## src/rtl/segdac_pkg.sv

```systemverilog
package segdac_pkg;
  // Default split of the sample between binary and thermometer segments
  localparam int unsigned SEG_SAMPLE_W = 14;
  localparam int unsigned SEG_BIN_W    = 10;
  // Depth of the reset release synchronizer
  localparam int unsigned SEG_SYNC_STAGES = 2;

  // Number of unit cells for an upper field of a given width
  function automatic int unsigned unit_count(input int unsigned field_w);
    return (1 << field_w) - 1;
  endfunction
endpackage

```

## src/rtl/segdac_rst_sync.sv

```systemverilog
module segdac_rst_sync #(
  parameter int unsigned STAGES = segdac_pkg::SEG_SYNC_STAGES
) (
  input  logic clk,
  input  logic rst_n,
  output logic rst_ok
);
  logic [STAGES-1:0] chain_q;
  logic [STAGES-1:0] chain_d;

  // Shift a one in behind the released reset
  always_comb begin
    chain_d = {chain_q[STAGES-2:0], 1'b1};
  end

  always_ff @(posedge clk or negedge rst_n) begin
    if (!rst_n) chain_q <= '0;
    else        chain_q <= chain_d;
  end

  assign rst_ok = chain_q[STAGES-1];

  // the synchronized reset is never high while the raw reset is low
  p_sync_low_r6: assert property (@(posedge clk) !rst_n |-> !rst_ok)
    else $error("R6 synchronized reset high during reset");
endmodule

```

## src/rtl/segdac_fmt.sv

```systemverilog
module segdac_fmt #(
  parameter int unsigned FIELD_W = 4
) (
  input  logic               twos_fmt,
  input  logic [FIELD_W-1:0] field_in,
  output logic [FIELD_W-1:0] level
);
  localparam logic [FIELD_W-1:0] SIGN_FLIP = {1'b1, {(FIELD_W-1){1'b0}}};

  // Two's complement becomes offset binary by flipping the sign bit
  always_comb begin
    if (twos_fmt) level = field_in ^ SIGN_FLIP;
    else          level = field_in;
  end
endmodule

```

## src/rtl/segdac_therm_dec.sv

```systemverilog
module segdac_therm_dec #(
  parameter int unsigned FIELD_W = 4,
  localparam int unsigned UNITS  = segdac_pkg::unit_count(FIELD_W)
) (
  input  logic [FIELD_W-1:0] level,
  output logic [UNITS-1:0]   enables
);
  // Cell i turns on when the level exceeds its index
  for (genvar i = 0; i < UNITS; i++) begin : g_cell
    localparam logic [FIELD_W-1:0] IDX = FIELD_W'(i);
    assign enables[i] = (level > IDX);
  end

  // the code is a contiguous run of ones from bit 0
  always_comb begin
    a_therm_shape_r5: assert ((enables & (enables + 1'b1)) == '0 || $isunknown(level))
      else $error("R5 thermometer code not contiguous");
  end
endmodule

```

## src/rtl/segdac_frontend.sv

```systemverilog
module segdac_frontend #(
  parameter int unsigned SAMPLE_W = segdac_pkg::SEG_SAMPLE_W,
  parameter int unsigned BIN_W    = segdac_pkg::SEG_BIN_W,
  localparam int unsigned FIELD_W = SAMPLE_W - BIN_W,
  localparam int unsigned UNITS   = segdac_pkg::unit_count(FIELD_W)
) (
  input  logic                clk,
  input  logic                rst_n,
  input  logic                twos_fmt,
  input  logic [SAMPLE_W-1:0] sample_in,
  output logic [BIN_W-1:0]    bin_q,
  output logic [UNITS-1:0]    unit_q
);
  logic               rst_ok;
  logic [FIELD_W-1:0] level;
  logic [UNITS-1:0]   unit_d;
  logic [BIN_W-1:0]   bin_d;

  segdac_rst_sync #(.STAGES(segdac_pkg::SEG_SYNC_STAGES)) u_rst (
    .clk    (clk),
    .rst_n  (rst_n),
    .rst_ok (rst_ok)
  );

  segdac_fmt #(.FIELD_W(FIELD_W)) u_fmt (
    .twos_fmt (twos_fmt),
    .field_in (sample_in[SAMPLE_W-1:BIN_W]),
    .level    (level)
  );

  segdac_therm_dec #(.FIELD_W(FIELD_W)) u_dec (
    .level   (level),
    .enables (unit_d)
  );

  // Next state: binary segment passes straight to the register
  always_comb begin
    bin_d = sample_in[BIN_W-1:0];
  end

  // One register bank retimes both segments on the same edge
  always_ff @(posedge clk or negedge rst_ok) begin
    if (!rst_ok) begin
      bin_q  <= '0;
      unit_q <= '0;
    end else begin
      bin_q  <= bin_d;
      unit_q <= unit_d;
    end
  end

  // binary outputs follow the previous sample
  p_bin_pass_r2: assert property (@(posedge clk) disable iff (!rst_ok)
      $past(rst_ok) |-> bin_q == $past(sample_in[BIN_W-1:0]))
    else $error("R2 binary segment mismatch");

  // enable count equals the decoded level of the previous cycle
  p_unit_count_r3: assert property (@(posedge clk) disable iff (!rst_ok)
      $past(rst_ok) |-> $countones(unit_q) == int'($past(level)))
    else $error("R3 enable count mismatch");

  // in two's complement mode the level is the field with its top bit flipped
  p_twos_map_r7: assert property (@(posedge clk) disable iff (!rst_ok)
      ($past(rst_ok) && $past(twos_fmt)) |->
        $countones(unit_q) == int'($past(sample_in[SAMPLE_W-1:BIN_W]) ^ (1 << (FIELD_W-1))))
    else $error("R7 two's complement decode mismatch");

  // outputs are zero while reset is applied
  p_reset_clear_r6: assert property (@(posedge clk) !rst_n |-> (bin_q == '0 && unit_q == '0))
    else $error("R6 outputs not cleared in reset");
endmodule

```

## config.mk

```make
export PLATFORM = sky130hd
export DESIGN_NAME = segdac_frontend
export DESIGN_NICKNAME = d
export VERILOG_FILES = /design/src/rtl/segdac_pkg.sv /design/src/rtl/segdac_rst_sync.sv /design/src/rtl/segdac_fmt.sv /design/src/rtl/segdac_therm_dec.sv /design/src/rtl/segdac_frontend.sv
export SDC_FILE = /design/constraint.sdc
export NUM_CORES = 1
export LEC_CHECK = 0
export ABC_AREA = 1
export BUFFER_PORTS_ARGS = -buffer_cell sky130_fd_sc_hd__clkbuf_2
export CORE_MARGIN = 10
export CORE_UTILIZATION = 40
export DETAILED_ROUTE_END_ITERATION = 7
export GPL_TIMING_DRIVEN = 0
export PLACE_DENSITY = 0.72
export SYNTH_ARGS = -nofsm -noshare
export SYNTH_HDL_FRONTEND = slang
export SYNTH_SLANG_ARGS = --single-unit
export TNS_END_PERCENT = 100
```

## constraint.sdc

```tcl
create_clock -name clk -period 1.09 [get_ports clk]
set_clock_uncertainty 0.1 [all_clocks]
set_input_delay 0.109 -clock clk [delete_from_list [all_inputs] [get_ports clk]]
set_output_delay 0.109 -clock clk [all_outputs]
set_load 0.01 [all_outputs]
```

**Word level (Yosys, flattened, before mapping)**

Cells that the tools add are included.

- Register bits after elaboration: 27
- Bits of input ports: 17
- Output and inout port bits: 25
- Word-level logic and storage cells: 20

- Order comparisons: 15
- Muxes and demuxes: 1
- Bitwise logic cells: 1

Operators with widths:

| cell | count |
|---|---|
| 4-bit greater-than comparator, second input constant | 7 |
| 4-bit by 3-bit greater-than comparator with 1-bit output, second input constant | 4 |
| 4-bit by 1-bit greater-than comparator with 1-bit output, second input constant | 2 |
| 4-bit by 2-bit greater-than comparator with 1-bit output, second input constant | 2 |
| 4-bit two-way mux | 1 |
| 1-bit NOT | 1 |

**Longest topological paths before layout**

Gate-level depths: netlist of run 1.

- Depth after elaboration: 3
- Gate-level depth with buffers: 4
- Mapped depth without buffers: 4

**By module**

A second synthesis of run 1 with hierarchy kept.

- Cells, all modules: 62
- Area total of the unflattened synthesis: 835.8 µm²

Modules (own cells, without submodules):

| module | times used | cells each | area each (µm²) | seq. area each (µm²) |
|---|---|---|---|---|
| segdac_frontend | 1 | 25 | 625.6 | 625.6 |
| segdac_therm_dec | 1 | 26 | 115.1 | 0.0 |
| segdac_rst_sync | 1 | 3 | 53.8 | 50.0 |
| segdac_fmt | 1 | 8 | 41.3 | 0.0 |

**Worst setup path before layout of run 1**

No wires, ideal clock.

- Path type: input to register
- Start: input sample_in[13]
- End: register unit_q[4]
- Library setup time: 131 ps
- Arrival time: 444 ps
- Required time: 859 ps
- Slack: 415 ps
- Stages on the path: 4
- Path buffers: 0
- Path through: inv_1 nand2_4 nand2_2 o21ai_0

- Word-level cells in the longest chain between the ends: 3

Ends and longest elaborated chain:

| what | line | text |
|---|---|---|
| start, declared | segdac_frontend.sv:10 | `input logic [SAMPLE_W-1:0] sample_in,` |
| 1-bit NOT (no source line) | - |  |
| 4-bit two-way mux (*) | segdac_fmt.sv:12 | `if (twos_fmt) level = field_in ^ SIGN_FLIP;` |
| 4-bit by 3-bit greater-than comparator with 1-bit output (*) | segdac_therm_dec.sv:11 | `assign enables[i] = (level > IDX);` |
| via u_dec.enables[4] | segdac_therm_dec.sv:6 | `output logic [UNITS-1:0] enables` |
| end signal, assigned | segdac_frontend.sv:48 | `unit_q <= unit_d;` |
| end, declared | segdac_frontend.sv:12 | `output logic [UNITS-1:0] unit_q` |

The timed path passes the listed nets; every way through them passes the cells marked *.

**Worst setup path in the final report of run 1**

- Start: register bin_q[7]
- End: output bin_q[7]

RTL lines:

| what | line | text |
|---|---|---|
| start, declared | segdac_frontend.sv:11 | `output logic [BIN_W-1:0] bin_q,` |
| start signal, assigned | segdac_frontend.sv:47 | `bin_q <= bin_d;` |

No word-level cell between the ends.

==> results of run 1 <==
-- timing repair --
action / in CTS / in global routing
hold endpoints to repair: 18 / 0
hold buffers: 15 / 0
buffers inserted: 0 / 0
resized for setup: 1 / 1
setup endpoints to repair: 25 / 2
pin swaps: 0 / 0
-- area by class of cell --
type / count / area, sq um
Fill cell: 171 / 723
Sequential cell: 27 / 677
Timing Repair Buffer: 56 / 355
Multi-Input combinational cell: 23 / 120
Tap cell: 27 / 33.8
Clock buffer: 4 / 26.3
Inverter: 7 / 26.3
-- sequential cells by signal (all words and copies together), names as in the netlist --
signal and count:
unit_q 15, u_rst.chain_q 2, bin_q 10
-- where the power goes --
part	total, W	switching (W)	internal, W
logic	0.000224	0.000115	0.000108
clock network	0.000410	0.000267	0.000143
registers	0.00109	0.0000307	0.00106
-- layer usage --
| metal | up-vias | track usage [%] |
|---|---|---|
| li1 | 292 | - |
| met1 | 278 | 10.5 |
| met2 | 31 | 16.7 |
| met3 | 2 | 4.24 |
| met4 | 0 | 2.41 |
| met5 | - | 0 |
-- cells in the final DEF (no fill, tap or decap) --
cell type,instances
clkbuf_1,1
nand2_4,1
nor2_1,4
dfrtp_2,1
nand2_1,4
nand3_2,1
nand3_1,5
o21ai_0,2
conb_1,1
inv_1,6
dfrtp_1,26
clkbuf_4,3
dlygate4sd3_1,15
clkbuf_2,41
nor2_2,2
inv_2,1
a21oi_1,1
nand2_2,2
-- cells by family after synthesis --
group,count (synthesis)
flops,27
simple gates,19
buf+inv,7
compound gates,3
other cells,1
-- how the worst min path moves through the flow --
stage	cells past startpoint	from	end	slack [ps]
2_1_floorplan	0	rst_n	u_rst.chain_q[0]$_DFF_PN0_	-290
3_3_place_gp	1	rst_n	u_rst.chain_q[1]$_DFF_PN0_	-200
3_5_place_dp	1	rst_n	u_rst.chain_q[1]$_DFF_PN0_	-200
4_1_cts	4	twos_fmt	unit_q[10]$_DFF_PN0_	30
5_1_grt	5	twos_fmt	unit_q[10]$_DFF_PN0_	40
6_report	4	twos_fmt	unit_q[10]$_DFF_PN0_	40
-- metrics by stage --
step | power (W) | TNS [ps]
floorplan | 0.00118 | 0
global placement | 0.00128 | -11.5
detailed placement | 0.00129 | -1110
CTS | 0.00174 | 0
global route | 0.00181 | -2.99
finish | 0.00172 | 0
==> reports/results.txt, run 1 <==
DP Worst Slack: -44.9 ps
critical path arrival: 840 ps
Syn-to-layout area delta: 51.1%
CTS Buffer Depth: 2
num rows: 16
Chip Width: 65.3 um
cell area after layout: 1240 sq um
area leader, netlist: dfrtp_1
synth top area cells: dfrtp_1 (82%), nand3_1 (3.1%), inv_1 (2.7%)
Max-Cap Viols: 0
reg-to-reg slack, setup: 390 ps
vias in the first global route: 643
worst reg2reg startpoint: u_rst.chain_q[1]$_DFF_PN0_
number of synthesized flops with an enable pin: 0
I/O pin cnt: 42
CP Launch Type: register
Die ar.: 4260 sq um
first-pass GRT wire length: 3250 um
CTS buffer count: 3
Period minus WS final: 1040 ps
delay of the slowest critical-path stage: 390 ps
clock transition at the registers of the reported paths: 130 ps
clock sink count: 27
share of cells above drive strength 1: 44.4%
GP Congestion: 0.718
clock latency on the worst-skew pair: 310 ps
final count of hold timing violations: 0
Avg Cell Area, Syn: 14.4 sq um
via-per-instance ratio: 4.19
Finished Layout Cells: 144
mux share of post-synthesis cell area: 0%
placed insts: 125
Initial DRC Count: 8
Post-Synth XOR/XNOR Area: 0%
Hold Slack: 38.3 ps
Syn Nets: 74
grt ovf: 0
Yosys cell types: 13
crit path cell chain: clkbuf_2
Reg2Reg Depth: 0
Worst path top cell family by delay: flip-flops
ys flop type: dfrtp_1
CP Capture Point: bin_q[7]
Critical Path RT: 880 ps
Top Metal Used: met4
worst hold path class: input port to register
DR pass1 iterations: 4
synth warn: 0
post-synth top area share: 82.4%
met3 wirelength from detailed routing: 198 um
Final WS setup: 45.1 ps
port bufs: 41
Async S/R FF share, synth: 100%
f_max: 957 MHz
DR WL met2: 973 um
core region area: 1960 sq um
sequential share of the synthesized area: 82.4%
Slew HR: 65.5%
Initial Utilization: 41.8%
htree depth: 1
HPWL after detailed placement: 1410 um
Die H: 65.3 um
WS Path Type: register to output pin
post-synthesis adder-cell area fraction: 0%
Synth Area in Compound Gates: 1.83%
DRT Wirelength: 2030 um
Pleak: 0.651 nW
outcome: finished, final reports clean
share of the core filled with cells: 63.1%
number of remaining DRC errors: 0
largest net degree at the start of global routing: 26
largest family of logic cells by synthesized area: simple AND/OR/NAND/NOR gates
Post-Syn Area: 820 sq um
cells after synthesis: 57
fin. max-slew vios: 0
Worst-Margin Slew: 517 ps
Critical R2R Capture: bin_q[7]$_DFF_PN0_
via count: 603
Met1 Routed Length: 832 um
setup violators final: 0
DR WL/cell: 14.1 um
peak supply drop: 0.746 mV
Worst Path Max Fanout: 1
Commonest cells post-synth: dfrtp_1 (27), inv_1 (6), nand3_1 (5), nor2_1 (5), nand2_1 (4)
CP Launch Point: bin_q[7]$_DFF_PN0_
CTS tree: built
synthesized flop and latch total: 27
initial antenna violation count: 0
Crit. End Element: output pin
DRT antenna net count: 0
RSZ-0062 raised after global routing: yes
instance count on the critical path: 1
WP buf/inv: 1
Slowest cell on crit path: dfrtp_1
ant diodes: 0
top-count cell post-synth: dfrtp_1
GR Util All Layers: 9.65%
placed inst area: 1060 sq um
root buf cell: clkbuf_4
total power per unit cell area: 1390 nW/um^2
Synth Area in Simple Gates: 12.1%
Nets: 135
ratio of final minimum period to clock period: 95.9%
(Power assumes the default switching activity.)
==> inputs of run 2 (changes only) <==
--- a/config.mk
+++ b/config.mk
@@ -5,7 +5,7 @@
 export SDC_FILE = /design/constraint.sdc
 export NUM_CORES = 1
 export LEC_CHECK = 0
-export ABC_AREA = 1
+export ABC_AREA = 0
 export BUFFER_PORTS_ARGS = -buffer_cell sky130_fd_sc_hd__clkbuf_2
 export CORE_MARGIN = 10
 export CORE_UTILIZATION = 40
==> run 2 against run 1 <==
  * Synthesized area decreased by 2.6%
  * Cell area decreased by 1.0%
  * First-iteration DRC count decreased by 25%
  * Clock-buffer cell count unchanged
  * Register-to-register slack about the same
  * Critical path type unchanged
  * Critical endpoint is now unit_q[0]
==> reports/results.txt, run 2 <==
Avg Cell Area, Syn: 15.7 sq um (+8.9%)
Pleak: 0.626 nW (-3.8%)
DRT antenna net count: 0 (unchanged)
DP Worst Slack: -39.0 ps (+5.94 ps)
CP Launch Type: register
CTS tree: built
Worst-Margin Slew: 512 ps (-4.59 ps)
peak supply drop: 0.623 mV (-17%)
via-per-instance ratio: 4.11 (-1.9%)
post-CTS setup buffers: 0 (unchanged)
grt ovf: 0 (unchanged)
Initial Utilization: 41.5% (-0.24 points)
Slew HR: 65.8% (+0.31 points)
Final Power: 0.00174 W (+1.0%)
via count: 567 (-6.0%)
Worst Path Max Fanout: 1 (unchanged)
fin. max-slew vios: 0 (unchanged)
synth top area cells: dfrtp_1 (85%), nand2_1 (3.3%), nor2_1 (3.3%)
Slowest cell on crit path: dfrtp_1
Post-Syn Area: 798 sq um (-2.6%)
RSZ-0062 raised after global routing: yes
num rows: 16 (unchanged)
number of synthesized flops with an enable pin: 0 (unchanged)
post-synth top area share: 84.6% (+2.2 points)
clock sink count: 27 (unchanged)
Worst path top cell family by delay: flip-flops
max reg flops: 15 (unchanged)
CTS buffer count: 3 (unchanged)
Async S/R FF share, synth: 100% (unchanged)
GRT busiest layer: met2
ant diodes: 0 (unchanged)
root buf cell: clkbuf_4
htree depth: 1 (unchanged)
Yosys cell types: 13 (unchanged)
HPWL after detailed placement: 1380 um (-1.8%)
CTS Buffer Depth: 2 (unchanged)
top-count cell post-synth: dfrtp_1
sequential share of the synthesized area: 84.6% (+2.2 points)
Die H: 64.7 um (-0.91%)
Top Registers: unit_q x15, bin_q x10, u_rst.chain_q x2
GR Util All Layers: 9.30% (-0.34 points)
Final WS setup: 39.6 ps (-5.51 ps)
I/O pin cnt: 42 (unchanged)
clock latency on the worst-skew pair: 310 ps (about the same)
Crit. End Element: output pin
Hold Slack: 10.7 ps (-27.6 ps)
Syn Nets: 68 (-8.1%)
Die ar.: 4180 sq um (-1.8%)
commonest non-fill, non-tap cell in the layout: clkbuf_2
WS Path Type: register to output pin
setup violators final: 0 (unchanged)
core region area: 1920 sq um (-2.0%)
met3 usage: 3.61% (-0.63 points)
f_max: 952 MHz (-0.52%)
delay of the slowest critical-path stage: 400 ps (about the same)
Initial DRC Count: 6 (-2)
DR pass1 iterations: 4 (unchanged)
largest net degree at the start of global routing: 26 (unchanged)
Critical Path RT: 880 ps (about the same)
most flop-heavy register: unit_q
Commonest cells post-synth: dfrtp_1 (27), nand2_1 (7), nor2_1 (7)
ys flop type: dfrtp_1
Nets: 129 (-4.4%)
final count of hold timing violations: 0 (unchanged)
vias in the first global route: 602 (-6.4%)
worst hold path class: input port to register
crit path cell chain: clkbuf_2
share of cells above drive strength 1: 44.1% (-0.30 points)
port bufs: 41 (unchanged)
commonest cells after routing, fill and taps aside: clkbuf_2 (40), dfrtp_1 (26), dlygate4sd3_1 (15)
cells after synthesis: 51 (-11%)
initial antenna violation count: 0 (unchanged)
synthesized flop and latch total: 27 (unchanged)
DRT Wirelength: 1950 um (-3.8%)
Chip Width: 64.7 um (-0.91%)
met2 Use GR: 14.3% (-2.4 points)
number of remaining DRC errors: 0 (unchanged)
area leader, netlist: dfrtp_1
outcome: finished, final reports clean
clock transition at the registers of the reported paths: 130 ps (about the same)
Syn-to-layout area delta: 53.6%
Period minus WS final: 1050 ps (+5.51 ps)
GP Congestion: 0.756 (+5.2%)
Max-Cap Viols: 0 (unchanged)
DR WL/cell: 14.1 um (+0.38%)
share of the core filled with cells: 63.8% (+0.66 points)
ratio of final minimum period to clock period: 96.4% (+0.51 points)
WP buf/inv: 1 (unchanged)
first-pass GRT wire length: 3020 um (-7.2%)
total power per unit cell area: 1420 nW/um^2 (+2.0%)
synth warn: 0 (unchanged)
critical path arrival: 840 ps (about the same)
met1 usage: 10.1% (-0.41 points)
-- run 2: cell count changes in the layout (fill, tap and decap cells not counted), moves of 2 or more --
cell and change:
buf_6 +2, nand3_1 -4, nor2_1 +3, nand2_2 -2
nor2_2 -2, inv_1 -5, nand2_1 +3
-- run 2: worst paths after layout --
path | slack [ps] | to | startpoint | cells after the start
worst max-delay path | 40 | unit_q[0] | unit_q[0]$_DFF_PN0_ | 1
max in group asynchronous | 200 | u_rst.chain_q[1]$_DFF_PN0_ | rst_n | 3
worst min-delay path | 10 | unit_q[3]$_DFF_PN0_ | sample_in[13] | 3
worst min register to register | 150 | bin_q[7]$_DFF_PN0_ | u_rst.chain_q[1]$_DFF_PN0_ | 0
min in group asynchronous | 150 | bin_q[7]$_DFF_PN0_ | u_rst.chain_q[1]$_DFF_PN0_ | 0
worst max register to register | 400 | bin_q[4]$_DFF_PN0_ | u_rst.chain_q[1]$_DFF_PN0_ | 0
-- run 2: metal layers --
metal | up-vias | routed length (um)
li1 | 274 | -
met1 | 254 | 811
met2 | 35 | 865
met3 | 4 | 213
met4 | 0 | 57
met5 | - | 0
-- run 2: repair_timing --
action,4_1_cts,5_1_grt
hold endpoints to repair,21,0
setup endpoints to repair,25,2
gates resized for setup,1,4
hold buffers,15,0
-- run 2: layout make-up --
class | count | area (sq um)
buffer | 1 | 11.3
clock buffer | 4 | 26.3
fill | 156 | 696
inverter | 1 | 3.75
multi-input combinational | 22 | 113
sequential | 27 | 677
tap | 27 | 33.8
timing repair buffer | 56 | 362
-- run 2: cell families (layout without fill, tap and decap cells) --
logic type / Yosys count / count (layout) / synth area share (%)
compound gates: 2 / 2 / 1.25
other cells: 1 / 1 / 0.470
simple gates: 18 / 18 / 9.72
xor+xnor: 1 / 1 / 2.04
buf+inv: 2 / 62 / 1.88
flops: 27 / 27 / 84.6
-- run 2: metrics by stage --
stage / instance area [sq um] / std cells / setup TNS (ps)
6_report: 1230 / 138 / 0
5_1_grt: 1230 / 138 / -8.89
4_1_cts: 1210 / 138 / 0
3_5_place_dp: 1040 / 119 / -961
3_3_place_gp: 1040 / 119 / 0
2_1_floorplan: 798 / 51 / 0
-- run 2: power by group --
group | internal, W | switching (W) | total (W)
sequential | 0.00107 | 0.0000337 | 0.00110
combinational | 0.000124 | 0.000119 | 0.000244
clock | 0.000143 | 0.000254 | 0.000397
total | 0.00133 | 0.000407 | 0.00174
